$ cat config.mk
export PLATFORM = sky130hd
export DESIGN_NAME = vborder_top
export DESIGN_NICKNAME = d
export VERILOG_FILES = /design/src/rtl/vborder_pkg.sv /design/src/rtl/vb_freq_reg.sv /design/src/rtl/vb_position.sv /design/src/rtl/vb_border_fsm.sv /design/src/rtl/vborder_top.sv
export SDC_FILE = /design/constraint.sdc
export NUM_CORES = 1
export LEC_CHECK = 0
export ABC_AREA = 1
export BUFFER_PORTS_ARGS = -buffer_cell sky130_fd_sc_hd__buf_2
export CORE_MARGIN = 4
export CORE_UTILIZATION = 42
export CTS_CLUSTER_DIAMETER = 50
export DETAILED_ROUTE_END_ITERATION = 16
export PLACE_DENSITY_LB_ADDON = 0.2
export REMOVE_ABC_BUFFERS = 1
export SETUP_SLACK_MARGIN = 0.1
export SYNTH_ARGS = -nofsm -noshare
export SYNTH_HDL_FRONTEND = slang
export SYNTH_SLANG_ARGS = --single-unit
export TNS_END_PERCENT = 10
$ cat constraint.sdc
create_clock -name clk -period 1.8 [get_ports clk]
set_input_delay 0 -clock clk [delete_from_list [all_inputs] [get_ports clk]]
set_output_delay 0 -clock clk [all_outputs]
set_load 0.005 [all_outputs]
$ cat src/rtl/vborder_pkg.sv
package vborder_pkg;

   typedef enum logic [1:0] {
      VS_PRE    = 2'd0,
      VS_ACTIVE = 2'd1,
      VS_OPEN   = 2'd2,
      VS_DONE   = 2'd3
   } vstate_t;

   function automatic logic vstate_visible(input vstate_t s);
      return (s == VS_ACTIVE) || (s == VS_OPEN);
   endfunction

endpackage

$ cat src/rtl/vb_freq_reg.sv
module vb_freq_reg (
   input  logic clk,
   input  logic rst,
   input  logic wr_en,
   input  logic wr_data,
   output logic freq_60
);
   always_ff @(posedge clk) begin
      if (rst)        freq_60 <= 1'b0;
      else if (wr_en) freq_60 <= wr_data;
   end
endmodule

$ cat src/rtl/vb_position.sv
module vb_position #(
   parameter int CYC_W       = 9,
   parameter int LINE_W      = 9,
   parameter int LINE_CYCLES = 512
) (
   input  logic              clk,
   input  logic              rst,
   input  logic              vsync,
   output logic [CYC_W-1:0]  cyc,
   output logic [LINE_W-1:0] line
);
   localparam logic [CYC_W-1:0]  CYC_LAST = CYC_W'(LINE_CYCLES - 1);
   localparam logic [LINE_W-1:0] LINE_MAX = {LINE_W{1'b1}};

   logic wrap;
   assign wrap = (cyc == CYC_LAST);

   always_ff @(posedge clk) begin
      if (rst || vsync) begin
         cyc  <= '0;
         line <= '0;
      end else if (wrap) begin
         cyc <= '0;
         if (line != LINE_MAX) line <= line + 1'b1;
      end else begin
         cyc <= cyc + 1'b1;
      end
   end
endmodule

$ cat src/rtl/vb_border_fsm.sv
module vb_border_fsm
   import vborder_pkg::*;
#(
   parameter int LINE_W        = 9,
   parameter int TOP_DEC_LINE  = 33,
   parameter int TOP_NORM_LINE = 63,
   parameter int BOT_DEC_LINE  = 199,
   parameter int BOT_NORM_LINE = 263
) (
   input  logic              clk,
   input  logic              rst,
   input  logic              vsync,
   input  logic              at_sample,
   input  logic [LINE_W-1:0] line,
   input  logic              freq_60,
   output logic              vde
);
   localparam logic [LINE_W-1:0] L_TOP_DEC  = LINE_W'(TOP_DEC_LINE);
   localparam logic [LINE_W-1:0] L_TOP_NORM = LINE_W'(TOP_NORM_LINE);
   localparam logic [LINE_W-1:0] L_BOT_DEC  = LINE_W'(BOT_DEC_LINE);
   localparam logic [LINE_W-1:0] L_BOT_NORM = LINE_W'(BOT_NORM_LINE);

   vstate_t st_q, st_d;

   always_comb begin
      st_d = st_q;
      if (at_sample) begin
         unique case (st_q)
            VS_PRE: begin
               if ((line == L_TOP_DEC) && freq_60) st_d = VS_ACTIVE;
               else if (line == L_TOP_NORM)        st_d = VS_ACTIVE;
            end
            VS_ACTIVE: begin
               if ((line == L_BOT_DEC) && freq_60) st_d = VS_OPEN;
               else if (line == L_BOT_NORM)        st_d = VS_DONE;
            end
            default: st_d = st_q;
         endcase
      end
   end

   always_ff @(posedge clk) begin
      if (rst || vsync) st_q <= VS_PRE;
      else              st_q <= st_d;
   end

   assign vde = vstate_visible(st_q);
endmodule

$ cat src/rtl/vborder_top.sv
module vborder_top #(
   parameter int CYC_W         = 9,
   parameter int LINE_W        = 9,
   parameter int LINE_CYCLES   = 512,
   parameter int SAMPLE_STD    = 502,
   parameter int SAMPLE_ALT    = 504,
   parameter bit ALT_SUPPORT   = 1'b1,
   parameter int TOP_DEC_LINE  = 33,
   parameter int TOP_NORM_LINE = 63,
   parameter int BOT_DEC_LINE  = 199,
   parameter int BOT_NORM_LINE = 263
) (
   input  logic              clk,
   input  logic              rst,
   input  logic              vsync_start,
   input  logic              wake_alt,
   input  logic              freq_we,
   input  logic              freq_wdata,
   output logic              vde,
   output logic [LINE_W-1:0] line_cnt,
   output logic [CYC_W-1:0]  cyc_cnt
);
   localparam logic [CYC_W-1:0] S_STD = CYC_W'(SAMPLE_STD);
   localparam logic [CYC_W-1:0] S_ALT = CYC_W'(SAMPLE_ALT);

   if (LINE_CYCLES > (1 << CYC_W)) begin : g_bad_cyc
      $error("LINE_CYCLES does not fit CYC_W");
   end
   if ((SAMPLE_STD >= LINE_CYCLES) || (SAMPLE_ALT >= LINE_CYCLES)) begin : g_bad_samp
      $error("sampling cycle outside line");
   end
   if ((TOP_DEC_LINE >= TOP_NORM_LINE) || (TOP_NORM_LINE >= BOT_DEC_LINE) ||
       (BOT_DEC_LINE >= BOT_NORM_LINE) || (BOT_NORM_LINE >= (1 << LINE_W))) begin : g_bad_lines
      $error("decision lines out of order or too wide");
   end

   logic             alt_q;
   logic [CYC_W-1:0] samp_cyc;
   logic             at_sample;
   logic             freq_60;

   if (ALT_SUPPORT) begin : g_alt
      always_ff @(posedge clk) begin
         if (rst) alt_q <= wake_alt;
      end
   end else begin : g_std_only
      assign alt_q = 1'b0;
      logic unused_wake;
      assign unused_wake = wake_alt;
   end

   assign samp_cyc  = alt_q ? S_ALT : S_STD;
   assign at_sample = (cyc_cnt == samp_cyc);

   vb_freq_reg i_freq (
      .clk     (clk),
      .rst     (rst),
      .wr_en   (freq_we),
      .wr_data (freq_wdata),
      .freq_60 (freq_60)
   );

   vb_position #(
      .CYC_W       (CYC_W),
      .LINE_W      (LINE_W),
      .LINE_CYCLES (LINE_CYCLES)
   ) i_pos (
      .clk   (clk),
      .rst   (rst),
      .vsync (vsync_start),
      .cyc   (cyc_cnt),
      .line  (line_cnt)
   );

   vb_border_fsm #(
      .LINE_W        (LINE_W),
      .TOP_DEC_LINE  (TOP_DEC_LINE),
      .TOP_NORM_LINE (TOP_NORM_LINE),
      .BOT_DEC_LINE  (BOT_DEC_LINE),
      .BOT_NORM_LINE (BOT_NORM_LINE)
   ) i_fsm (
      .clk       (clk),
      .rst       (rst),
      .vsync     (vsync_start),
      .at_sample (at_sample),
      .line      (line_cnt),
      .freq_60   (freq_60),
      .vde       (vde)
   );
endmodule

==> results.py <==
metrics = {
    "outcome": {
        "run_status": "complete, but fails checks",
        "failed_checks": "setup timing",
    },
    "yosys": {
        "area_contributors_post_synth": "sky130_fd_sc_hd__dfxtp_1, sky130_fd_sc_hd__nand2_1, sky130_fd_sc_hd__inv_1",
        "async_reset_ff_share_pct": 0,
        "synth_edf_count": 1,
        "yosys_most_used_dff": "sky130_fd_sc_hd__dfxtp_1",
        "most_area_hungry_cell_type_in_the_yosys_netlist": "sky130_fd_sc_hd__dfxtp_1",
        "post_synth_num_cell_types": 22,
        "synth_seq_area_share_pct": 38.6,
        "syn_area_um2": 1170,
        "ys_seq_elements": 22,
        "syn-instance-count": 164,
        "library_cell_with_the_highest_instance_count_after_synthesis": "sky130_fd_sc_hd__nand2_1",
        "synth_top_cells_by_count": "sky130_fd_sc_hd__nand2_1, sky130_fd_sc_hd__inv_1, sky130_fd_sc_hd__nor2_1",
        "post-synth-top-area-fraction_pct": 36.1,
        "post_synth.cell_area_avg_um2": 7.11,
        "yosys_warnings": 0,
    },
    "clock_network": {
        "clk_path_buf_depth": 2,
        "cts_tree": "built",
        "clkSlewWorstSetupHoldPaths_ps": 130,
        "htree_num_levels": 1,
        "numCtsBuffers": 3,
        "worst_skew_pair.late_latency_ps": 320,
        "numClockSinks": 22,
        "clk_root_buffer_cell": "sky130_fd_sc_hd__clkbuf_4",
    },
    "detailed_routing": {
        "drc": 0,
        "dr_total_vias": 1176,
        "routed_via_density": 4.94,
        "drt_pre_antenna_iters": 4,
        "drt-wirelength-per-cell_um": 11.9,
        "drt-total-wl_um": 2840,
        "drt_first_iter_violations": 67,
        "drt.antenna.violating_nets": 0,
    },
    "min_path": {
        "holdCritStartpoint": "wake_alt",
        "min-delay-path-class": "in -> reg",
    },
    "flow_run": {
        "max-cap-violations": 0,
    },
    "sta": {
        "setup_slack_ps": -163,
        "timing_worst_slew_pin_value_ps": 273,
        "setup_viol_count_final": 5,
        "clock-skew-final_ps": 16.6,
        "drv_slew": 0,
        "clock.fmax_mhz": 509,
        "clock_period_minus_final_worst_setup_slack_ps": 1960,
        "timing.final.crit_share_pct": 109,
        "tns_ps": -367,
        "slew-limit-headroom_pct": 81.7,
        "final_hold_violating_endpoints": 0,
        "grt_setup_unrepaired": "true",
        "whs_ps": 380,
    },
    "worst_setup_path": {
        "critical_path.slowest_cell": "sky130_fd_sc_hd__dfxtp_2",
        "critPathMaxFanout": 3,
        "critical_path.most_common_cell": "sky130_fd_sc_hd__nand2_1",
        "timing.reg2reg.setup_slack_ps": -160,
        "cp_data_arrival_time_ps": 2170,
        "cp_data_required_time_ps": 2010,
        "worst-path-buf-inv": 1,
        "cp_top_family": "simple AND/OR/NAND/NOR gates",
        "worstSetupStartpoint": "i_pos.cyc[0]",
        "worstPathCellList": "ha_4, nand2_2, nor2_2, nand2_1, nor2_1, ha_2, inv_2, nor2_4, nand2_1, nor3_2, nand2_1, o21ai_1, a21oi_1",
        "worst_r2r_startpoint": "i_pos.cyc[0]",
        "path_class": "reg -> reg",
        "startpoint_type": "flop",
        "critical_path.max_stage_delay_ps": 390,
        "setup.worst_path.end_class": "flop",
    },
    "cells_and_area": {
        "antenna_cells_inserted": 0,
        "final_net_count": 222,
        "area_growth_syn_to_layout_pct": 33.7,
        "proportion_of_layout_cells_with_a_drive_suffix_above_1_pct": 31.7,
    },
    "global_routing": {
        "globalRouteOverflowTotal": 0,
        "global_router_s_overall_resource_usage_pct": 15.9,
        "grt_pass1_wl_um": 4460,
        "global_route_hottest_layer": "met2",
        "grt_util_met3_pct": 4.68,
        "first_global_vias": 1107,
        "grt_antenna_before_repair": 0,
        "grt_met2_use_pct": 27.2,
        "grt_start_max_net_pins": 14,
        "globalRouteMet1Util_pct": 18.5,
    },
    "floorplan": {
        "io_pins": 25,
        "initial_utilization_pct": 45.4,
        "die_width_um": 60.7,
        "die_h_um": 60.7,
        "fp.dieArea_um2": 3680,
        "area_of_the_placeable_core_um2": 2570,
        "floorplan.rows": 18,
    },
    "pwr": {
        "cellPowerDensity_nw_per_um2": 597,
        "p_leak_nw": 0.708,
        "power.ir.vdd_worst_v": 0.000632,
    },
    "placed_design": {
        "place.detailed.hpwl_um": 1980,
        "port_buffers": 24,
        "globalplace.congestion": 0.850,
    },
}
-- metal layers --
layer	part of all wire [%]	up-vias
met5	0	-
met4	1.6	0
met3	5.6	6
met2	50	35
met1	43	536
li1	-	599
-- power by group --
group / total (W) / internal (W) / switching (W)
registers: 0.000500 / 0.000496 / 0.00000396
logic: 0.0000493 / 0.0000247 / 0.0000246
clock network: 0.000381 / 0.000225 / 0.000156
-- sequential cells by signal, summed over array words and instances, names as in the netlist --
| name | count |
|---|---|
| i_pos.cyc | 9 |
| i_pos.line | 9 |
| i_fsm.st_q | 2 |
| alt_q | 1 |
| i_freq.freq_60 | 1 |
-- layout by cell type, fill, tap and decap left out, types with 2 or more instances in the layout --
| cell | count |
|---|---|
| sky130_fd_sc_hd__nand2_1 | 30 |
| sky130_fd_sc_hd__inv_1 | 27 |
| sky130_fd_sc_hd__nor2_1 | 25 |
| sky130_fd_sc_hd__buf_2 | 24 |
| sky130_fd_sc_hd__dfxtp_1 | 19 |
| sky130_fd_sc_hd__buf_4 | 11 |
| sky130_fd_sc_hd__a21oi_1 | 10 |
| sky130_fd_sc_hd__nand3_1 | 7 |
| sky130_fd_sc_hd__nand2_2 | 5 |
| sky130_fd_sc_hd__ha_1 | 5 |
| sky130_fd_sc_hd__nor2_2 | 4 |
| sky130_fd_sc_hd__nor2_4 | 4 |
| sky130_fd_sc_hd__o21ai_0 | 4 |
| sky130_fd_sc_hd__dlygate4sd3_1 | 4 |
| sky130_fd_sc_hd__xor2_1 | 3 |
| sky130_fd_sc_hd__clkbuf_4 | 3 |
| sky130_fd_sc_hd__inv_2 | 2 |
| sky130_fd_sc_hd__o21ai_2 | 2 |
| sky130_fd_sc_hd__o21ai_1 | 2 |
| sky130_fd_sc_hd__dfxtp_2 | 2 |
-- cell families (layout without fill, tap and decap cells) --
group                      after synthesis  count (layout)  synth area share, %
xor gates and xnor gates                 3               3                 2.25
DFF                                     22              22                 38.6
and+or+nand+nor                         81              81                 32.0
AOI/OAI and AO/OA                       22              22                 10.3
buffers and inverters                   29              73                 9.33
adders and majority gates                7               7                 7.51
-- through the flow --
stage / worst slack, ps / utilization (%) / instances / total power (W) / area (µm²)
2_1_floorplan: -23.0 / - / 164 / 0.000528 / 1170
3_3_place_gp: 38.2 / 53.9 / 226 / 0.000545 / 1380
3_5_place_dp: -27.9 / 53.9 / 226 / 0.000546 / 1380
4_1_cts: -38.6 / 57.6 / 234 / 0.000934 / 1480
5_1_grt: -305 / 60.7 / 238 / 0.000966 / 1560
6_report: -163 / 60.7 / 238 / 0.000931 / 1560
-- layout make-up --
| type | instances | area (µm²) |
|---|---|---|
| multi-input combinational | 113 | 653 |
| inverter | 29 | 109 |
| clock buffer | 3 | 22.5 |
| clock inverter | 1 | 30.0 |
| sequential | 22 | 453 |
| timing repair buffer | 40 | 254 |
| tap | 30 | 37.5 |
| fill | 236 | 1010 |
-- path summary, 6_finish.rpt --
check / endpoint / depth (start not counted)
setup / recovery: i_pos.line[5] / 13
hold / removal: alt_q / 2
setup reg to reg: i_pos.line[5] / 13
hold reg to reg: i_pos.cyc[7] / 2
-- timing repair --
| action | CTS | global route |
|---|---|---|
| buffers inserted | 0 | 4 |
| gates cloned | 0 | 0 |
| setup endpoints to repair | 5 | 12 |
| hold buffers | 4 | 0 |
| pin swaps | 0 | 5 |
| endpoints found under the hold margin | 11 | 0 |
| resized for setup | 2 | 18 |
No activity file was read; power rests on OpenSTA's default activity.
